<file path="src/rtl/orient_fold_pkg.sv">
package orient_fold_pkg;
  localparam int unsigned SPAN_DEG_DEF = 180;
  localparam int unsigned N_RGN_DEF    = 4;
  localparam int unsigned ANG_W_DEF    = 9;
  localparam int unsigned RHO_W_DEF    = 12;
  localparam int unsigned PIPE_LAT     = 2;
endpackage

</file>
<file path="src/rtl/orient_wrap.sv">
module orient_wrap #(
  parameter int unsigned ANG_W    = 9,
  parameter int unsigned SPAN_DEG = 180,
  parameter int unsigned TG_W     = $clog2(SPAN_DEG)
) (
  input  logic                    clk_i,
  input  logic                    rst_ni,
  input  logic signed [ANG_W-1:0] ang_i,
  output logic        [TG_W-1:0]  theta_g_o
);
  localparam logic signed [ANG_W:0] SPAN_S = (ANG_W+1)'(SPAN_DEG);

  logic signed [ANG_W:0] a_x, w_x;
  logic [TG_W-1:0]       g_d;

  always_comb begin
    a_x = {ang_i[ANG_W-1], ang_i};
    w_x = a_x[ANG_W] ? a_x + SPAN_S : a_x;
    // +span (direct or wrapped from -span... only +span reaches here) folds to 0
    if (w_x >= SPAN_S) g_d = '0;
    else               g_d = w_x[TG_W-1:0];
  end

  always_ff @(posedge clk_i or negedge rst_ni) begin
    if (!rst_ni) theta_g_o <= '0;
    else         theta_g_o <= g_d;
  end
endmodule

</file>
<file path="src/rtl/orient_split.sv">
module orient_split #(
  parameter int unsigned SPAN_DEG = 180,
  parameter int unsigned N_RGN    = 4,
  parameter int unsigned TG_W     = $clog2(SPAN_DEG),
  parameter int unsigned FOLD     = SPAN_DEG / N_RGN,
  parameter int unsigned TA_W     = (FOLD > 1) ? $clog2(FOLD) : 1,
  parameter int unsigned QW       = (N_RGN > 1) ? $clog2(N_RGN) : 1
) (
  input  logic            clk_i,
  input  logic            rst_ni,
  input  logic [TG_W-1:0] theta_g_i,
  output logic [TG_W-1:0] theta_g_o,
  output logic [TA_W-1:0] theta_a_o,
  output logic [QW-1:0]   quot_o
);
  logic [QW-1:0]   q_d;
  logic [TG_W-1:0] base_d;
  logic [TG_W-1:0] rem_d;

  // ascending constant thresholds: the last one passed sets the quotient
  always_comb begin
    q_d    = '0;
    base_d = '0;
    for (int k = 1; k < int'(N_RGN); k++) begin
      if (theta_g_i >= TG_W'(k * FOLD)) begin
        q_d    = QW'(k);
        base_d = TG_W'(k * FOLD);
      end
    end
    rem_d = theta_g_i - base_d;
  end

  always_ff @(posedge clk_i or negedge rst_ni) begin
    if (!rst_ni) begin
      theta_g_o <= '0;
      theta_a_o <= '0;
      quot_o    <= '0;
    end else begin
      theta_g_o <= theta_g_i;
      theta_a_o <= rem_d[TA_W-1:0];
      quot_o    <= q_d;
    end
  end
endmodule

</file>
<file path="src/rtl/orient_delay.sv">
module orient_delay #(
  parameter int unsigned DW    = 13,
  parameter int unsigned DEPTH = 2
) (
  input  logic          clk_i,
  input  logic          rst_ni,
  input  logic [DW-1:0] d_i,
  output logic [DW-1:0] d_o
);
  logic [DW-1:0] sr [DEPTH];

  always_ff @(posedge clk_i or negedge rst_ni) begin
    if (!rst_ni) begin
      for (int i = 0; i < int'(DEPTH); i++) sr[i] <= '0;
    end else begin
      sr[0] <= d_i;
      for (int i = 1; i < int'(DEPTH); i++) sr[i] <= sr[i-1];
    end
  end

  assign d_o = sr[DEPTH-1];
endmodule

</file>
<file path="src/rtl/orient_fold_unit.sv">
module orient_fold_unit
  import orient_fold_pkg::*;
#(
  parameter int unsigned SPAN_DEG = SPAN_DEG_DEF,
  parameter int unsigned N_RGN    = N_RGN_DEF,
  parameter int unsigned ANG_W    = ANG_W_DEF,
  parameter int unsigned RHO_W    = RHO_W_DEF,
  localparam int unsigned TG_W    = $clog2(SPAN_DEG),
  localparam int unsigned FOLD    = SPAN_DEG / N_RGN,
  localparam int unsigned TA_W    = (FOLD > 1) ? $clog2(FOLD) : 1,
  localparam int unsigned QW      = (N_RGN > 1) ? $clog2(N_RGN) : 1
) (
  input  logic                    clk_i,
  input  logic                    rst_ni,
  input  logic                    ang_vld_i,
  input  logic signed [ANG_W-1:0] ang_i,
  input  logic        [RHO_W-1:0] rho_i,
  output logic                    vld_o,
  output logic        [TG_W-1:0]  theta_g_o,
  output logic        [TA_W-1:0]  theta_a_o,
  output logic        [QW-1:0]    quot_o,
  output logic        [RHO_W-1:0] rho_o
);
  logic [TG_W-1:0] g_s1;

  orient_wrap #(.ANG_W(ANG_W), .SPAN_DEG(SPAN_DEG), .TG_W(TG_W)) u_wrap (
    .clk_i, .rst_ni, .ang_i, .theta_g_o(g_s1)
  );

  orient_split #(
    .SPAN_DEG(SPAN_DEG), .N_RGN(N_RGN), .TG_W(TG_W),
    .FOLD(FOLD), .TA_W(TA_W), .QW(QW)
  ) u_split (
    .clk_i, .rst_ni, .theta_g_i(g_s1),
    .theta_g_o, .theta_a_o, .quot_o
  );

  orient_delay #(.DW(RHO_W + 1), .DEPTH(PIPE_LAT)) u_side (
    .clk_i, .rst_ni,
    .d_i({ang_vld_i, rho_i}),
    .d_o({vld_o, rho_o})
  );
endmodule

</file>
<file path="config.mk">
export PLATFORM = sky130hd
export DESIGN_NAME = orient_fold_unit
export DESIGN_NICKNAME = d
export VERILOG_FILES = /design/src/rtl/orient_fold_pkg.sv /design/src/rtl/orient_wrap.sv /design/src/rtl/orient_split.sv /design/src/rtl/orient_delay.sv /design/src/rtl/orient_fold_unit.sv
export SDC_FILE = /design/constraint.sdc
export NUM_CORES = 1
export LEC_CHECK = 0
export BUFFER_PORTS_ARGS = -buffer_cell sky130_fd_sc_hd__buf_4
export CAP_MARGIN = 20
export CELL_PAD_IN_SITES_DETAIL_PLACEMENT = 1
export CELL_PAD_IN_SITES_GLOBAL_PLACEMENT = 2
export CORE_MARGIN = 3
export CORE_UTILIZATION = 34
export CTS_BUF_LIST = sky130_fd_sc_hd__clkbuf_16
export CTS_CLUSTER_DIAMETER = 30
export DETAILED_ROUTE_END_ITERATION = 7
export PLACE_DENSITY = 0.77
export SYNTH_ARGS = -nofsm -noshare
export SYNTH_HDL_FRONTEND = slang
export SYNTH_HIERARCHICAL = 1
export SYNTH_SLANG_ARGS = --single-unit
</file>
<file path="constraint.sdc">
create_clock -name clk_i -period 2.5 [get_ports clk_i]
set_input_delay 0.5 -clock clk_i [delete_from_list [all_inputs] [get_ports clk_i]]
set_output_delay 0.5 -clock clk_i [all_outputs]
set_load 0.005 [all_outputs]
</file>
==> After elaboration in Yosys (flattened, before gate mapping) <==
Index checks and enable logic that the tools add are counted.
{ "classes": {"n_addsub": 2, "order_cmp": 4, "n_mux": 8} }
{ "ops": {"columns": ["operator", "n"], "rows": [
  ["6-bit 2-to-1 mux", 3],
  ["9-bit by 9-bit adder with 10-bit output, second input constant", 1],
  ["10-bit by 9-bit greater-or-equal comparator with 1-bit output, second input constant", 1],
  ["10-bit 2-to-1 mux", 1],
  ["8-bit by 6-bit greater-or-equal comparator with 1-bit output, second input constant", 1],
  ["8-bit by 7-bit greater-or-equal comparator with 1-bit output, second input constant", 1],
  ["8-bit greater-or-equal comparator, second input constant", 1],
  ["8-bit 2-to-1 mux", 1],
  ["6-bit subtractor", 1],
  ["2-bit 2-to-1 mux", 2],
  ["1-bit 2-to-1 mux", 1]
]} }
{ "totals": {"register_bits": 50, "inputBits": 24, "wordCells": 20} }

==> Longest topological paths before layout <==
{ "depth": {"depth_word": 5, "ltp_mapped": 10, "ltp_nobuf": 10} }

==> Modules after synthesis <==
The synthesis kept the hierarchy.
{ "modules_own_cells": {"columns": ["module", "instances", "cells_per_inst", "area_per_inst_um2", "seq_area_each_um2"], "rows": [
  ["orient_delay", 1, 39, 748.2, 650.6],
  ["orient_split", 1, 61, 726.9, 400.4],
  ["orient_wrap", 1, 55, 555.5, 200.2]
]} }

==> Least setup slack after synthesis <==
OpenSTA, ideal clock, no wires.
{ "synth_timing": {"kind": "register to register", "startpoint": "register u_wrap.theta_g_o[1]", "endpoint": "register u_split.theta_a_o[4]", "t_arrival_ps": 2026, "path_slack_ps": 351, "path_stages_with_launch": 11, "n_path_buf": 0, "period_less_slack_ps": 2149, "path_cell_list": "dfrtp_1 o211ai_2 nand2b_1 nor3b_2 o31a_1 ha_1 fa_1 inv_1 a21o_1 a21oi_1 xnor2_1"} }
{ "synth_via": {"elab_chain_len": 5, "word_cells_on_any_way": 7, "classes_between": "add/sub: 1; order compare: 3; mux: 3"} }
{ "synth_rtl": {"columns": ["item", "line", "source"], "rows": [
  ["from (decl)", "orient_wrap.sv:9", "output logic [TG_W-1:0] theta_g_o"],
  ["from (signal assigned)", "orient_wrap.sv:26", "else theta_g_o <= g_d;"],
  ["8-bit by 6-bit greater-or-equal comparator with 1-bit output", "orient_split.sv:25", "if (theta_g_i >= TG_W'(k * FOLD)) begin"],
  ["6-bit 2-to-1 mux (2 in a row)", "orient_split.sv:25", null],
  ["6-bit 2-to-1 mux *", "orient_split.sv:25", null],
  ["named net u_split.base_d[0]", "orient_split.sv:17", "logic [TG_W-1:0] base_d;"],
  ["6-bit subtractor *", "orient_split.sv:30", "rem_d = theta_g_i - base_d;"],
  ["named net u_split.rem_d[4]", "orient_split.sv:18", "logic [TG_W-1:0] rem_d;"],
  ["to (signal assigned)", "orient_split.sv:40", "theta_a_o <= rem_d[TA_W-1:0];"],
  ["to (decl)", "orient_split.sv:13", "output logic [TA_W-1:0] theta_a_o,"]
]} }
The timed path passes the listed nets; every way through them passes the cells marked *.

==> Worst setup path in the final report <==
Same ends and word-level chain as after synthesis.

==> flow_summary.yaml <==
timing:
  report.final.slew_viol_count: 0
  hold_violations: 0
  setup_slack_ns: 0.137
  hold_ws_ns: 0.225
  setup-violations-final: 0
  slew_headroom_pct: 61.0
  worstMarginPinSlew_ns: 0.584
  fin_crit_sh_pct: 94.5
  period_needed_ns: 2.36
  rsz0062_at_grt: "no"
  fin_setup_tns_ns: 0
  finClkSkew_ns: 0.00448
  fmax_ghz: 0.423
grt:
  grt_pass1_wl_um: 6780
  busiest_layer: "met2"
  grt_use_met1_pct: 13.7
  grt-ovfl-total: 0
  grt_usage_pct: 12.2
  grt_antenna_before_repair: 0
  grt_pass1_vias: 1342
  met2_usage_pct: 21.6
  met3_usage_pct: 2.38
  grt_max_degree: 51
yosys:
  syn_inst: 155
  ys_warn_count: 6
  synthArstFlopShare_pct: 100
  synth.distinct_cells: 38
  synth_edf_count: 0
  synthFlopType: "dfrtp_1"
  syn_area_um2: 2030
  synth_fp_nets: 186
  syn_avg_cell_area_um2: 13.1
  seq_area_frac_synth_pct: 61.6
  synth_seq_cells: 50
layout:
  antenna_cells: 0
  final_layout_size_suffix_gt1_share_pct: 35.4
  nets: 229
  fillers: 604
  layout.cells.most_common: "buf_4"
  design_area_um2: 2550
  area_growth_pct: 25.6
  fin_cells: 270
  finish.utilization_pct: 45.2
  final_cell_mix: "52 x buf_4, 49 x dfrtp_1, 9 x inv_1"
critical_path:
  cp_max_fo: 6
  critical_path_buf_inv_count: 1
  worstSetupStartpoint: "u_wrap/theta_g_o[1]$_DFF_PN0_"
  cp.arrival_ns: 2.53
  rrSetupSlack_ns: 0.14
  worstSetupPathType: "reg -> reg"
  timing.rr.start: "u_wrap/theta_g_o[1]$_DFF_PN0_"
  endpoint: "u_split/theta_a_o[4]$_DFF_PN0_"
  startpoint_type: "register"
  r2r_end: "u_split/theta_a_o[4]$_DFF_PN0_"
  max_stage_delay_ns: 0.46
  crit_family: "compound AO/OA/AOI/OAI gates"
  end_kind: "register"
  slowest_stage: "dfrtp_2"
  worstSetupPathDepth: 10
  reg2reg_depth: 10
  cp.required_ns: 2.67
  crit_path_cell_trace: "o211ai_2 -> nand2b_1 -> nor3b_2 -> o31a_1 -> ha_1 -> fa_1 -> inv_1 -> a21o_1 -> a21oi_1 -> xnor2_1"
routing:
  routed_wl_um: 3930
  via_per_inst: 4.74
  drc_errors: 0
  first_pass_iters: 5
  wl_per_cell_um: 14.5
  routed-via-count: 1281
  dr.first_iter.drc_count: 24
  ant_nets: 0
pwr:
  p_leak_nw: 1.21
  max-vdd-ir-drop_v: 0.000440
  p_total_mw: 2.11
  power.density_nw_per_um2: 826
cts:
  ctsResizeCount: 0
  numCtsBuffers: 5
  ctsHtreeMaxLevel: 2
  clock_path_buffers: 2
  cts_tree: "yes"
  cts_hold_buf: 0
  post_cts_buffers: 0
  clock-sinks: 50
  clk_latency_ns: 0.28
  clkTransAtPathRegs_ns: 0.06
  cts-root-buf: "clkbuf_16"
floorplan:
  ios: 53
  die_w_um: 83.3
  start_util_pct: 36.0
  die-area_um2: 6940
  design.core.area_um2: 5640
  rows: 27
  die_h_um: 83.3
hold_path:
  hold_path.class: "in -> async"
placed_design:
  hpwlAfterDp_um: 3020
  dpl_cell_area_um2: 2390
  placed_cells: 263
  preCtsSetupSlack_ns: 0.120
  place_congestion: 0.830
  port_buffers: 52
run:
  drv_cap: 0
outcome:
  outcome: "complete, no violations"
[power by group]
| part | internal [mW] | switching, mW | leakage [nW] |
|---|---|---|---|
| sequential | 0.911 | 0.0511 | 0.597 |
| combinational | 0.222 | 0.187 | 0.528 |
| clock | 0.467 | 0.268 | 0.0799 |
[Yosys cell counts, types with 2 or more instances]
master / instances / area [um2]
dfrtp_1: 50 / 1250
buf_4: 13 / 97.6
inv_1: 9 / 33.8
a21oi_1: 6 / 30.0
ha_1: 6 / 75.1
nand2_1: 6 / 22.5
xnor2_1: 5 / 43.8
a211oi_1: 4 / 30.0
mux2i_1: 4 / 40.0
nand2b_1: 4 / 25.0
nor2_1: 4 / 15.0
o21a_1: 4 / 30.0
o21ai_0: 4 / 20.0
nor2b_1: 3 / 18.8
o21ai_1: 3 / 15.0
buf_6: 2 / 22.5
nand3_1: 2 / 10.0
nor3_2: 2 / 20.0
o211ai_1: 2 / 15.0
o22ai_1: 2 / 12.5
o31a_1: 2 / 17.5
o31ai_1: 2 / 15.0
[cell families (layout without fill, tap and decap cells)]
logic type / after synthesis / in the layout / share of synthesized area (%)
AO/OA/AOI/OAI: 36 / 36 / 13.6
multiplexers: 4 / 4 / 1.97
adder cells (fa/ha/maj): 7 / 7 / 4.68
XOR/XNOR: 6 / 6 / 2.59
AND/OR/NAND/NOR: 27 / 27 / 7.70
flip-flops: 50 / 50 / 61.6
buffers and inverters: 25 / 68 / 7.82
[sequential cells by signal, indices dropped and copies added (netlist names)]
register and cells:
u_split/theta_a_o 6, u_side/sr 13, u_side/d_o 13, u_wrap/theta_g_o 8, u_split/quot_o 2, u_split/theta_g_o 8
[final cells by class]
type / instances / area [um2] / share of cell area (%)
clock buffer: 5 / 125 / 4.90
clock inverter: 2 / 38.8 / 1.52
inverter: 9 / 33.8 / 1.32
multi-input combinational: 80 / 621 / 24.3
sequential: 50 / 1250 / 49.1
tap: 72 / 90.1 / 3.53
timing repair buffer: 52 / 390 / 15.3
[routing by layer]
metal	vias to the layer above	share of wire [%]
met5	-	0
met4	0	2.0
met3	7	4.3
met2	35	55
met1	640	39
li1	599	-
[worst reg2reg max path, delay by kind of cell (launching register included)]
kind | cells | cell delay [ns]
fa+ha+maj | 2 | 0.63
compound gates | 4 | 0.69
simple gates | 2 | 0.28
flops | 1 | 0.46
xor+xnor | 1 | 0.12
buf+inv | 1 | 0.08
[how the worst min path moves through the flow]
stage	end	slack, ns	from	cells after the start
finish	u_side/sr[20]$_DFF_PN0_	0.22	rst_ni	1
global placement	u_side/d_o[1]$_DFF_PN0_	0.33	u_side/sr[14]$_DFF_PN0_	0
detailed placement	u_side/d_o[7]$_DFF_PN0_	0.34	u_side/sr[20]$_DFF_PN0_	0
CTS	u_side/d_o[7]$_DFF_PN0_	0.24	rst_ni	1
global route	u_side/d_o[7]$_DFF_PN0_	0.27	rst_ni	1
floorplan	u_side/d_o[0]$_DFF_PN0_	0.20	rst_ni	0
Power figures use the tool's default switching activity.
